$ cat config.mk
export PLATFORM = sky130hd
export DESIGN_NAME = tmr_slave_ctl
export DESIGN_NICKNAME = d
export VERILOG_FILES = /design/src/rtl/tmr_slave_pkg.sv /design/src/rtl/tsc_sync.sv /design/src/rtl/tsc_edge.sv /design/src/rtl/tsc_quad.sv /design/src/rtl/tmr_slave_ctl.sv
export SDC_FILE = /design/constraint.sdc
export NUM_CORES = 1
export LEC_CHECK = 0
export BUFFER_PORTS_ARGS = -buffer_cell sky130_fd_sc_hd__buf_2
export CAP_MARGIN = 40
export CORE_MARGIN = 4
export CORE_UTILIZATION = 40
export DETAILED_ROUTE_END_ITERATION = 6
export MAX_ROUTING_LAYER = met4
export SLEW_MARGIN = 0
export SYNTH_ARGS = -nofsm -noshare
export SYNTH_HDL_FRONTEND = slang
export SYNTH_SLANG_ARGS = --single-unit
$ cat constraint.sdc
create_clock -name clk -period 1.6 [get_ports clk]
set_input_delay 0.24 -clock clk [delete_from_list [all_inputs] [get_ports clk]]
set_output_delay 0.24 -clock clk [all_outputs]
set_load 0.05 [all_outputs]
$ cat src/rtl/tmr_slave_pkg.sv
package tmr_slave_pkg;

    localparam int MODE_W = 4;

    typedef enum logic [MODE_W-1:0] {
        SLV_OFF     = 4'd0,
        SLV_ENC_A   = 4'd1,
        SLV_ENC_B   = 4'd2,
        SLV_ENC_AB  = 4'd3,
        SLV_RESET   = 4'd4,
        SLV_GATED   = 4'd5,
        SLV_START   = 4'd6,
        SLV_EXTCLK  = 4'd7,
        SLV_RST_STA = 4'd8
    } slv_mode_e;

    typedef struct packed {
        logic tick;
        logic down;
        logic reinit;
        logic start;
        logic flag;
    } slv_ctl_t;

endpackage

$ cat src/rtl/tsc_sync.sv
module tsc_sync #(
    parameter int WIDTH  = 3,
    parameter int STAGES = 2
) (
    input  logic             clk,
    input  logic             rst_n,
    input  logic [WIDTH-1:0] d_i,
    output logic [WIDTH-1:0] q_o
);
    logic [STAGES-1:0][WIDTH-1:0] stg_q;

    always_ff @(posedge clk or negedge rst_n) begin
        if (!rst_n) begin
            stg_q <= '0;
        end else begin
            stg_q[0] <= d_i;
            for (int i = 1; i < STAGES; i++) begin
                stg_q[i] <= stg_q[i-1];
            end
        end
    end

    assign q_o = stg_q[STAGES-1];
endmodule

$ cat src/rtl/tsc_edge.sv
module tsc_edge #(
    parameter int WIDTH = 3
) (
    input  logic             clk,
    input  logic             rst_n,
    input  logic [WIDTH-1:0] lvl_i,
    output logic [WIDTH-1:0] rise_o,
    output logic [WIDTH-1:0] fall_o
);
    logic [WIDTH-1:0] prev_q;

    always_ff @(posedge clk or negedge rst_n) begin
        if (!rst_n) prev_q <= '0;
        else        prev_q <= lvl_i;
    end

    for (genvar g = 0; g < WIDTH; g++) begin : g_bit
        assign rise_o[g] =  lvl_i[g] & ~prev_q[g];
        assign fall_o[g] = ~lvl_i[g] &  prev_q[g];
    end
endmodule

$ cat src/rtl/tsc_quad.sv
module tsc_quad
    import tmr_slave_pkg::*;
(
    input  slv_mode_e mode_i,
    input  logic      a_i,
    input  logic      b_i,
    input  logic      a_edge_i,
    input  logic      b_edge_i,
    output logic      step_o,
    output logic      down_o
);
    logic a_dn, b_dn;

    assign a_dn = (a_i == b_i);
    assign b_dn = (a_i != b_i);

    always_comb begin
        step_o = 1'b0;
        down_o = 1'b0;
        unique case (mode_i)
            SLV_ENC_A: begin
                step_o = a_edge_i;
                down_o = a_dn;
            end
            SLV_ENC_B: begin
                step_o = b_edge_i;
                down_o = b_dn;
            end
            SLV_ENC_AB: begin
                step_o = a_edge_i ^ b_edge_i;
                down_o = a_edge_i ? a_dn : b_dn;
            end
            default: begin
                step_o = 1'b0;
                down_o = 1'b0;
            end
        endcase
    end
endmodule

$ cat src/rtl/tmr_slave_ctl.sv
module tmr_slave_ctl
    import tmr_slave_pkg::*;
#(
    parameter int SYNC_STAGES = 2
) (
    input  logic              clk,
    input  logic              rst_n,
    input  logic              trig_i,
    input  logic              chan_a_i,
    input  logic              chan_b_i,
    input  logic              run_en_i,
    input  logic [MODE_W-1:0] mode_i,
    input  logic              sw_trig_i,
    output logic              tick_o,
    output logic              down_o,
    output logic              reinit_o,
    output logic              start_o,
    output logic              flag_o
);
    localparam int NSIG  = 3;
    localparam int IDX_T = 0;
    localparam int IDX_A = 1;
    localparam int IDX_B = 2;

    logic [NSIG-1:0] lvl, rise, fall;
    slv_mode_e       mode;
    logic            q_step, q_down;
    logic            enc_mode, trig_mode;
    slv_ctl_t        ctl_d, ctl_q;

    assign mode = slv_mode_e'(mode_i);

    tsc_sync #(.WIDTH(NSIG), .STAGES(SYNC_STAGES)) u_sync (
        .clk   (clk),
        .rst_n (rst_n),
        .d_i   ({chan_b_i, chan_a_i, trig_i}),
        .q_o   (lvl)
    );

    tsc_edge #(.WIDTH(NSIG)) u_edge (
        .clk    (clk),
        .rst_n  (rst_n),
        .lvl_i  (lvl),
        .rise_o (rise),
        .fall_o (fall)
    );

    tsc_quad u_quad (
        .mode_i   (mode),
        .a_i      (lvl[IDX_A]),
        .b_i      (lvl[IDX_B]),
        .a_edge_i (rise[IDX_A] | fall[IDX_A]),
        .b_edge_i (rise[IDX_B] | fall[IDX_B]),
        .step_o   (q_step),
        .down_o   (q_down)
    );

    assign enc_mode  = (mode == SLV_ENC_A) || (mode == SLV_ENC_B) || (mode == SLV_ENC_AB);
    assign trig_mode = (mode_i >= 4'd1) && (mode_i <= 4'd8);

    always_comb begin
        ctl_d        = '0;
        ctl_d.reinit = rise[IDX_T] && ((mode == SLV_RESET) || (mode == SLV_RST_STA));
        ctl_d.start  = rise[IDX_T] && ((mode == SLV_START) || (mode == SLV_RST_STA));
        ctl_d.down   = enc_mode ? (q_step ? q_down : ctl_q.down) : 1'b0;

        case (mode)
            SLV_ENC_A, SLV_ENC_B, SLV_ENC_AB: ctl_d.tick = run_en_i & q_step;
            SLV_GATED:                        ctl_d.tick = run_en_i & lvl[IDX_T];
            SLV_EXTCLK:                       ctl_d.tick = run_en_i & rise[IDX_T];
            default:                          ctl_d.tick = run_en_i;
        endcase

        if (mode == SLV_GATED)
            ctl_d.flag = sw_trig_i | rise[IDX_T] | fall[IDX_T];
        else
            ctl_d.flag = sw_trig_i | (trig_mode & rise[IDX_T]);
    end

    always_ff @(posedge clk or negedge rst_n) begin
        if (!rst_n) ctl_q <= '0;
        else        ctl_q <= ctl_d;
    end

    assign tick_o   = ctl_q.tick;
    assign down_o   = ctl_q.down;
    assign reinit_o = ctl_q.reinit;
    assign start_o  = ctl_q.start;
    assign flag_o   = ctl_q.flag;
endmodule

* Word-level counts from Yosys, hierarchy flattened
Index checks and enable logic that the tools add are counted.
** Storage, ports and cells
- Bits of input ports :: 11
- Register bits :: 14
** Operators by class
- Reduce and logical (&&, ||, !) cells :: 8
- Multiplexer cells :: 7
- Order comparisons :: 2
- Bitwise logic cells :: 22
- Equality and inequality tests :: 11
** Operator list (number)
- 4-bit by 3-bit equality test with 1-bit output, second input constant :: 4
- 1-bit AND :: 10
- 1-bit one-hot mux with 3 select lines :: 3
- 4-bit by 2-bit equality test with 1-bit output, second input constant :: 2
- 1-bit NOT :: 6
- 1-bit OR :: 5
- 4-bit by 1-bit equality test with 1-bit output, second input constant :: 1
- 4-bit equality test, second input constant :: 1
- 4-bit by 1-bit greater-or-equal comparator with 1-bit output, second input constant :: 1
- 4-bit less-or-equal comparator, second input constant :: 1
- 1-bit logical OR :: 4
- 1-bit 2-to-1 mux :: 4
- 1-bit logical AND :: 3
- 3-bit OR reduction :: 1
- 2-bit != test, second input constant :: 1
- 1-bit equality test :: 1
- 1-bit != test :: 1
- 1-bit XOR :: 1

* Longest topological paths before layout
Gate-level depths: netlist (run 1).
- Depth in word-level cells :: 7
- Gate-level depth with buffers :: 5
- Mapped depth without buffers :: 4

* Hierarchy
A second synthesis (run 1) with hierarchy kept.
** Second synthesis, totals
- Cell total of the unflattened synthesis :: 49
- Area, all modules :: 610.6 um2
** Modules (own cells, without submodules)
- tmr_slave_ctl :: times used 1, cells an instance 22, area an instance 262.8 um2
- tsc_sync :: times used 1, cells an instance 9, area an instance 172.7 um2
- tsc_edge :: times used 1, cells an instance 9, area an instance 112.6 um2
- tsc_quad :: times used 1, cells an instance 9, area an instance 62.6 um2

* Worst setup path before layout (run 1)
Ideal clock, no wire load.
- Path kind :: reg-to-reg
- Start point :: register u_sync.stg_q (netlist bit u_sync.q_o[2])
- End point :: register ctl_q (netlist bit down_o)
- Data required time :: 1.474 ns
- Buffers on the path :: 0
- Cell stages (with the launch flop) :: 5
- Data arrival time :: 1.028 ns
- Path slack :: 0.446 ns
- Period minus slack after synthesis :: 1.154 ns
- Setup time :: 0.126 ns
- Cells stage by stage :: dfrtp_1 > xnor2_1 > mux2_1 > nand3_1 > mux2i_1
** Between the ends
- Longest elaborated chain between the ends :: 6
- Elaborated cells between the ends (all ways) :: 13
- Classes of those cells :: 3 x eq/ne; 5 x mux; 5 x bitwise
** RTL lines
- start, declared :: line tsc_sync.sv:10 : logic [STAGES-1:0][WIDTH-1:0] stg_q;
- start signal, assigned by index :: line tsc_sync.sv:18 : stg_q[i] <= stg_q[i-1];
- 1-bit NOT :: line tsc_edge.sv:19 : assign fall_o[g] = ~lvl_i[g] & prev_q[g];
- 1-bit AND :: line tsc_edge.sv:19
- 1-bit OR :: line tmr_slave_ctl.sv:53 : .b_edge_i (rise[IDX_B] | fall[IDX_B]),
- 1-bit XOR :: line tsc_quad.sv:30 : step_o = a_edge_i ^ b_edge_i;
- 1-bit one-hot mux with 3 select lines :: line tsc_quad.sv:20 : unique case (mode_i)
- 2-bit != test (no line)
- end signal, assigned :: line tmr_slave_ctl.sv:82 : else ctl_q <= ctl_d;
- end, declared :: line tmr_slave_ctl.sv:29 : slv_ctl_t ctl_d, ctl_q;
Several ways; a longest one is shown, not always the timed one. The select of a mux whose other input is x is not followed.
A chain may end at the register's enable or synchronous reset.

* Final worst setup path (run 1)
Ends and elaborated chain as after synthesis.

==> results by group, run 1 <==
Timing
  – Finish-stage setup viols: 0
  – Fmax: 816 MHz
  – Slew @ Worst Pin: 350 ps
  – Final slew viol count: 0
  – Final count of hold timing violations: 0
  – RSZ-0062 raised after global routing: no
  – Hold Slack: 71.8 ps
  – Final Critical Period: 1230 ps
  – Setup TNS: 0 ps
  – Period utilisation layout: 76.6%
  – Skew final: 2.57 ps
  – Rel. slew slack: 76.5%

Route
  – DR WL/cell: 10.6 um
  – Vias: 378
  – Routed Antenna Nets: 0
  – Drt drc: 0
  – Final wirelength: 861 um
  – Initial DRC count: 3
  – Initial DRT Pass Iterations: 3
  – Detail-routed via count per cell: 4.67

Setup path
  – Crit. End Element: flop
  – CP Data Arrival Time: 1390 ps
  – R2R Setup Slk: 370 ps
  – Worst r2r src: u_sync.q_o[2]$_DFF_PN0_
  – FF-to-FF path depth: 4
  – R2r endpoint: down_o$_DFFE_PN0P_
  – Peak fanout along the critical path: 4
  – CP endpoint: down_o$_DFFE_PN0P_
  – Kind of critical path: flop to flop
  – CP Launch Point: u_sync.q_o[2]$_DFF_PN0_
  – Critical Path RT: 1760 ps
  – Crit path launch type: flop

Min path
  – Worst min path class: input port to flop

Floorplanning
  – Die W: 45.9 um
  – # rows: 13
  – Initial core utilization: 43.2%
  – Chip Height: 45.9 um
  – Die area: 0.00211 mm^2
  – Core area: 0.00133 mm^2
  – Boundary Pins: 16

Final layout
  – Syn-to-layout area delta: 21.1%
  – Layout cells sized above 1: 30.3%
  – Nets: 78
  – Layout fillers: 128
  – Diode count: 0

Clocking
  – Post_cts resized: 0
  – Post-CTS Setup Bufs: 0
  – H-tree Lvls: 1
  – Post-CTS Hold Fix Bufs: 1
  – Later-pin clock latency in the skew report: 270 ps
  – TritonCTS buffer count: 3
  – Clock tree buffer depth: 2
  – TritonCTS clock tree: done
  – Count of clock tree sinks: 14
  – CTS root buf: clkbuf_4
  – Clk slew on worst S/H paths: 80 ps

GRT
  – First-pass GRT wire length: 1370 um
  – Initial antenna violation count: 0
  – Vias in the first global route: 315
  – Grt ovf: 0
  – Total track usage: 9.77%
  – Largest net degree at the start of global routing: 15

Synth
  – Register area share after synthesis: 60.9%
  – Yosys cell types: 21
  – Mean post-synth cell area: 12.0 um^2
  – Synth Register Bits: 14
  – Mapped Nets: 59
  – Synth warn: 0
  – Synth Cell Area: 576 um^2
  – Synthesized instance count: 48

Status
  – Outcome: complete, no violations

Placement
  – Port Buf Inserts: 15
  – GP Congestion: 0.707
  – HPWL Detailed: 655 um

Power and ir drop
  – Reg power frac: 52.7%
  – Comb power frac: 13.7%
  – Leak pwr: 0.327 nW
  – Psw: 0.000172 W
  – Peak VDD IR: 0.625 mV
  – PwrDens: 1030 mW/mm^2
  – P_int: 0.000547 W
  – Net Sw Frac: 24.0%
  – Clock power share: 33.6%

Flow run
  – Max-Cap Viols: 0
[cell type report]
cell class	count	area (um^2)	share of cell area (%)
sequential	14	350	50.3
multi-input combinational	31	203	29.1
timing repair buffer	16	85.1	12.2
clock buffer	4	36.3	5.21
tap	15	18.8	2.69
inverter	1	3.75	0.539
[flip-flops by register name, indices dropped and copies added, names as in the netlist]
signal,cells
u_edge.prev_q,3
u_sync.q_o,3
u_sync.stg_q,3
down_o,1
flag_o,1
reinit_o,1
start_o,1
tick_o,1
[power by group through the flow]
stage	sequential, W	combinational [W]	clock (W)
finish	0.000379	0.0000983	0.000242
global route	0.000382	0.000108	0.000274
CTS	0.000380	0.0000996	0.000252
detailed placement	0.000387	0.0000977	0
global placement	0.000387	0.0000977	0
floorplan	0.000406	0.0000486	0
[per-stage QoR]
step / area, um^2 / setup WS [ps] / power (W) / cells / utilization (%)
2_1_floorplan: 576 / 446 / 0.000455 / 48 / -
3_3_place_gp: 651 / 412 / 0.000484 / 76 / 48.8
3_5_place_dp: 651 / 381 / 0.000484 / 76 / 48.8
4_1_cts: 697 / 372 / 0.000732 / 81 / 52.3
5_1_grt: 697 / 276 / 0.000764 / 81 / 52.3
6_report: 697 / 374 / 0.000720 / 81 / 52.3
[layer usage]
| metal | track usage [%] | up-vias | wire (um) |
|---|---|---|---|
| met1 | 11.6 | 168 | 378 |
| met2 | 14.3 | 13 | 402 |
| li1 | - | 197 | - |
| met3 | 5.93 | 0 | 80 |
| met5 | - | - | 0 |
| met4 | 1.70 | 0 | 0 |
[synthesized netlist by cell type]
cell type	n	area [um^2]
dfrtp_1	14	350
nand2_1	4	15.0
nor3_1	4	20.0
a21oi_1	3	15.0
xnor2_1	3	26.3
nand3_1	2	10.0
nor2_1	2	7.51
o21ai_1	2	10.0
xor2_1	2	17.5
a41oi_1	1	8.76
buf_4	1	7.51
buf_6	1	11.3
inv_1	1	3.75
mux2_1	1	11.3
mux2i_1	1	10.0
nand2b_1	1	6.26
nor2b_1	1	6.26
nor3b_1	1	7.51
nor4_1	1	6.26
nor4b_1	1	8.76
xnor2_2	1	16.3
[worst max-delay path: stages (launching register included)]
cell	delay, ps
dfrtp_1	430
xnor2_1	210
mux2_1	330
nand3_1	80
mux2i_1	60
[cells in the final DEF (no fill, tap or decap)]
cell type,count
xnor2_2,1
a21oi_1,3
nor4_1,1
nand2b_1,1
dfrtp_1,14
nor2_1,2
nor3_1,4
inv_1,1
nor4b_1,1
clkbuf_4,3
nor2b_1,1
clkbuf_8,1
nor3b_1,1
dlygate4sd3_1,1
o21ai_1,2
buf_2,15
xor2_1,2
a41oi_1,1
mux2_1,1
mux2i_1,1
xnor2_1,3
nand2_1,4
nand3_1,2
[worst min path at each step]
stage,start,endpoint,cells past startpoint
6_report,trig_i,u_sync.stg_q[0]$_DFF_PN0_,1
5_1_grt,chan_b_i,u_sync.stg_q[2]$_DFF_PN0_,1
4_1_cts,chan_b_i,u_sync.stg_q[2]$_DFF_PN0_,1
3_5_place_dp,rst_n,reinit_o$_DFF_PN0_,1
3_3_place_gp,rst_n,start_o$_DFF_PN0_,1
2_1_floorplan,rst_n,down_o$_DFFE_PN0P_,0
[cells by family (layout without fill, tap and decap cells)]
kind of cell / after synthesis / in the layout / share of synthesized area, %
mux: 2 / 2 / 3.70
xor+xnor: 6 / 6 / 10.4
flops: 14 / 14 / 60.9
compound gates: 6 / 6 / 5.87
simple gates: 17 / 17 / 15.2
buf+inv: 3 / 21 / 3.91
Power figures use the tool's default switching activity.
==> run 2: changes to the inputs <==
--- a/config.mk
+++ b/config.mk
@@ -11,6 +11,7 @@
 export CORE_UTILIZATION = 40
 export DETAILED_ROUTE_END_ITERATION = 6
 export MAX_ROUTING_LAYER = met4
+export PLACE_DENSITY = 0.66
 export SLEW_MARGIN = 0
 export SYNTH_ARGS = -nofsm -noshare
 export SYNTH_HDL_FRONTEND = slang
==> constraint.sdc (replaced) <==
create_clock -name clk -period 1 [get_ports clk]
set_input_delay 0.15 -clock clk [delete_from_list [all_inputs] [get_ports clk]]
set_output_delay 0.15 -clock clk [all_outputs]
set_load 0.05 [all_outputs]
==> results by group, run 2 (same netlist as run 1, synthesis figures left out) <==
GRT
  – Grt ovf: 0
  – First-pass GRT wire length: 1740 um
  – Largest net degree at the start of global routing: 15
  – Initial antenna violation count: 0
  – Total track usage: 12.3%
  – Vias in the first global route: 439

Final layout
  – Layout cells sized above 1: 40.3%
  – Total area of sequential cells: 350 um^2
  – Most frequent cells in the layout: 14 x dfrtp_1, 10 x buf_2, 8 x buf_4
  – Syn-to-layout area delta: 45.4%
  – Area of the multi-input gates: 221 um^2
  – Layout fillers: 112
  – Most common cell after layout, fill and taps aside: dfrtp_1
  – Diode count: 0
  – Nets: 89
  – Fin area: 837 um^2
  – Finished Layout Cells: 92
  – Final core utilization: 62.8%

Route
  – Final wirelength: 1090 um
  – Initial DRT Pass Iterations: 2
  – DR WL/cell: 11.8 um
  – Routed Antenna Nets: 0
  – Detail-routed via count per cell: 4.70
  – Vias: 432
  – Drt drc: 0
  – Initial DRC count: 4

Setup path
  – Peak fanout along the critical path: 3
  – CP Data Arrival Time: 1340 ps
  – Critical Path RT: 1170 ps
  – FF-to-FF path depth: 4
  – CP Launch Point: u_sync.q_o[1]$_DFF_PN0_
  – R2r endpoint: down_o$_DFFE_PN0P_
  – Kind of critical path: flop to flop
  – Crit path launch type: flop
  – R2R Setup Slk: -180 ps
  – Worst r2r src: u_sync.q_o[1]$_DFF_PN0_
  – Crit. End Element: flop

Min path
  – Worst Hold Depth: 3
  – Worst min path class: input port to flop
  – Worst hold endpoint: flag_o$_DFF_PN0_
  – Worst hold path startpoint: sw_trig_i

Floorplanning
  – # rows: 13
  – Core area: 0.00133 mm^2
  – Die area: 0.00211 mm^2
  – Initial core utilization: 43.2%
  – Die W: 45.9 um
  – Chip Height: 45.9 um
  – Boundary Pins: 16

Clocking
  – TritonCTS clock tree: done
  – Later-pin clock latency in the skew report: 280 ps
  – Count of clock tree sinks: 14
  – H-tree Lvls: 1
  – Clock tree buffer depth: 2
  – CTS root buf: clkbuf_4
  – TritonCTS buffer count: 3
  – Clk slew on worst S/H paths: 80 ps

Timing
  – Worst Setup Slack, final: -175 ps
  – Final slew viol count: 0
  – RSZ-0062 raised after global routing: yes
  – Skew final: 3.35 ps
  – Final count of hold timing violations: 0
  – Period utilisation layout: 118%
  – Rel. slew slack: 80.0%
  – Final Critical Period: 1180 ps
  – Finish-stage setup viols: 3
  – Slew @ Worst Pin: 300 ps
  – Fmax: 851 MHz
  – Setup TNS: -274 ps

Power and ir drop
  – PwrDens: 1460 mW/mm^2
  – Leak pwr: 0.392 nW
  – Peak VDD IR: 0.682 mV

Placement
  – Port Buf Inserts: 15
  – Post-Place Worst Slack: -187 ps
  – HPWL Detailed: 723 um
  – GP Congestion: 0.682
  – DP Area: 717 um^2
  – Cells after DPL: 83

Status
  – Failing checks: negative setup slack
  – Outcome: finished, violations left

Flow run
  – Max-Cap Viols: 0
-- run 2: cell count changes in the layout (fill, tap and decap cells not counted) --
cell,delta
buf_2,-5
buf_4,+8
buf_6,+5
dlygate4sd3_1,+3
nand2b_1,-1
nand2b_4,+1
nor3_1,-1
nor3_2,+1
nor4b_1,-1
nor4b_2,+1
-- run 2: per-stage QoR --
step | power (W) | hold slack (ps)
3_3_place_gp | 0.000799 | 54.0
5_1_grt | 0.00128 | 59.5
6_report | 0.00122 | 69.2
3_5_place_dp | 0.000802 | 56.4
4_1_cts | 0.00123 | 61.8
2_1_floorplan | 0.000733 | -146
-- run 2: report_power, final --
part | switching [W] | total (W) | internal, W
clock network | 0.000180 | 0.000402 | 0.000222
logic | 0.000108 | 0.000211 | 0.000103
registers | 0.0000164 | 0.000609 | 0.000593
-- run 2: area by class of cell --
class	count	area share, %
well taps	15	2.24
repair buffers	27	24.7
flip-flops and latches	14	41.9
multi-input cells	31	26.5
inverters	1	0.448
clock buffers	4	4.33
-- run 2: worst max-delay path: stages, from the launching register on --
cell and delay [ps]:
dfrtp_1 420, xnor2_1 190, mux2_1 340, nand3_1 70, mux2i_1 60
-- run 2: repair_timing --
action,in CTS,in global routing
cloned,0,0
setup endpoints to repair,8,9
gates resized for setup,6,5
setup buffers,1,0
hold buffers,4,0
pin swaps,5,1
hold endpoints to repair,17,0
-- run 2: how the worst max path moves through the flow --
stage,end,cells after the start
floorplan,down_o$_DFFE_PN0P_,4
global placement,down_o$_DFFE_PN0P_,4
detailed placement,down_o$_DFFE_PN0P_,4
CTS,down_o$_DFFE_PN0P_,4
global route,down_o$_DFFE_PN0P_,4
finish,down_o$_DFFE_PN0P_,4
-- run 2: metal layers --
metal,routed length (um),track usage (%),part of all wire [%],vias to the layer above
li1,-,-,-,222
met5,0,-,0,-
met4,8,5.11,0.74,0
met3,76,5.93,7.0,2
met1,457,12.5,42,194
met2,544,20.1,50,14
==> run 3: changes to the inputs <==
--- a/config.mk
+++ b/config.mk
@@ -10,6 +10,7 @@
 export CORE_MARGIN = 4
 export CORE_UTILIZATION = 40
 export DETAILED_ROUTE_END_ITERATION = 6
+export GPL_TIMING_DRIVEN = 0
 export MAX_ROUTING_LAYER = met4
 export PLACE_DENSITY = 0.66
 export SLEW_MARGIN = 0
==> results by group, run 3 (same netlist as run 1, synthesis figures left out) <==
Status
  – Outcome: finished, violations left
  – Failing checks: negative setup slack

Route
  – Drt drc: 0
  – Initial DRC count: 2
  – Vias: 430
  – Final wirelength: 1020 um
  – Detail-routed via count per cell: 4.89
  – Routed Antenna Nets: 0
  – DR WL/cell: 11.6 um
  – Initial DRT Pass Iterations: 2

Final layout
  – Layout fillers: 106
  – Final core utilization: 62.1%
  – Most frequent cells in the layout: 13 x dfrtp_1, 8 x buf_2, 6 x buf_6
  – Nets: 85
  – Layout cells sized above 1: 41.1%
  – Syn-to-layout area delta: 43.9%
  – Most common cell after layout, fill and taps aside: dfrtp_1
  – Diode count: 0

Setup path
  – Crit path launch type: flop
  – Peak fanout along the critical path: 4
  – CP Data Arrival Time: 1340 ps
  – Crit. End Element: flop
  – Kind of critical path: flop to flop
  – Critical Path RT: 1170 ps

Flow run
  – Max-Cap Viols: 0

Timing
  – Hold Slack: 64.7 ps
  – Final slew viol count: 0
  – Finish-stage setup viols: 3
  – Setup TNS: -301 ps
  – Period utilisation layout: 117%
  – Final Critical Period: 1170 ps
  – Skew final: 12.2 ps
  – RSZ-0062 raised after global routing: yes
  – Slew @ Worst Pin: 391 ps
  – Fmax: 857 MHz
  – Final count of hold timing violations: 0
  – Worst Setup Slack, final: -167 ps
  – Rel. slew slack: 73.7%

GRT
  – Vias in the first global route: 397
  – Largest net degree at the start of global routing: 15
  – First-pass GRT wire length: 1590 um
  – Initial antenna violation count: 0
  – Total track usage: 11.6%
  – Grt ovf: 0

Clocking
  – H-tree Lvls: 1
  – CTS root buf: clkbuf_4
  – Clk slew on worst S/H paths: 90 ps
  – TritonCTS clock tree: done
  – Clock tree buffer depth: 2
  – Later-pin clock latency in the skew report: 280 ps
  – Count of clock tree sinks: 14
  – TritonCTS buffer count: 3

Power and ir drop
  – P_int: 0.000917 W
  – Leak pwr: 0.385 nW
  – Reg power frac: 50.6%
  – Psw: 0.000296 W
  – Power, Total: 0.00121 W
  – Net Sw Frac: 24.4%
  – Peak VDD IR: 1.08 mV
  – PwrDens: 1460 mW/mm^2
  – Comb power frac: 16.9%
  – Clock power share: 32.6%

Min path
  – Worst min path class: input port to flop

Placement
  – Post-Place Worst Slack: -197 ps
  – Port Buf Inserts: 13
  – GP Congestion: 0.701
  – HPWL Detailed: 668 um

Floorplanning
  – Die W: 45.9 um
  – Core area: 0.00133 mm^2
  – Chip Height: 45.9 um
  – Initial core utilization: 43.2%
  – Die area: 0.00211 mm^2
  – # rows: 13
  – Boundary Pins: 16
run 3: changes by cell type in the layout (fill, tap and decap cells not counted):
cell	delta
buf_6	+1
buf_2	-2
buf_4	-3
nand3_2	+1
dfrtp_2	+1
nor3_1	+1
xnor2_1	-1
mux2_1	-1
xnor2_2	+1
dfrtp_1	-1
mux2_4	+1
nor3_2	-1
nand3_1	-1
run 3: final timing paths:
| check | depth (start not counted) | from | endpoint | slack, ps |
|---|---|---|---|---|
| setup / recovery | 4 | u_sync.q_o[2]$_DFF_PN0_ | down_o$_DFFE_PN0P_ | -170 |
| hold / removal | 2 | mode_i[0] | reinit_o$_DFF_PN0_ | 60 |
| setup reg to reg | 4 | u_sync.q_o[2]$_DFF_PN0_ | down_o$_DFFE_PN0P_ | -170 |
| hold reg to reg | 0 | u_sync.stg_q[1]$_DFF_PN0_ | u_sync.q_o[1]$_DFF_PN0_ | 350 |
| max in group asynchronous | 2 | rst_n | u_sync.q_o[2]$_DFF_PN0_ | 470 |
| min in group asynchronous | 2 | rst_n | reinit_o$_DFF_PN0_ | 270 |
run 3: power groups by stage:
stage | Clock, W | Combinational, W | Sequential [W]
floorplan | 0 | 0.0000812 | 0.000651
global placement | 0 | 0.000163 | 0.000619
detailed placement | 0 | 0.000163 | 0.000621
CTS | 0.000415 | 0.000194 | 0.000611
global route | 0.000445 | 0.000223 | 0.000616
finish | 0.000395 | 0.000204 | 0.000613
run 3: timing repair:
action / in CTS / in global routing
hold buffers: 4 / 0
buffers inserted: 3 / 1
setup endpoints to repair: 8 / 6
pin swaps: 1 / 3
endpoints found under the hold margin: 17 / 0
gates resized for setup: 9 / 5
cloned: 0 / 0
run 3: per-layer routing:
| layer | up-vias | track usage [%] | wire (um) |
|---|---|---|---|
| li1 | 216 | - | - |
| met1 | 199 | 11.6 | 414 |
| met2 | 15 | 19.5 | 514 |
| met3 | 0 | 7.11 | 94 |
| met4 | 0 | 1.70 | 0 |
| met5 | - | - | 0 |
run 3: through the flow:
stage                     cells  cell area (um^2)
after global placement       76               673
after CTS                    87               800
after floorplan              48               589
after global routing         88               828
final                        88               828
after detailed placement     76               673
run 3: final cells by class:
cell class | count | area [um^2] | share of cell area (%)
buffer | 2 | 18.8 | 2.27
clock buffer | 4 | 36.3 | 4.38
inverter | 1 | 3.75 | 0.453
multi-input combinational | 31 | 233 | 28.1
sequential | 14 | 352 | 42.4
tap | 15 | 18.8 | 2.27
timing repair buffer | 21 | 166 | 20.1
run 3: critical path, stage by stage (launching register included):
cell and delay (ps):
dfrtp_2 450, xnor2_2 180, mux2_4 320, nand3_2 70
mux2i_1 60
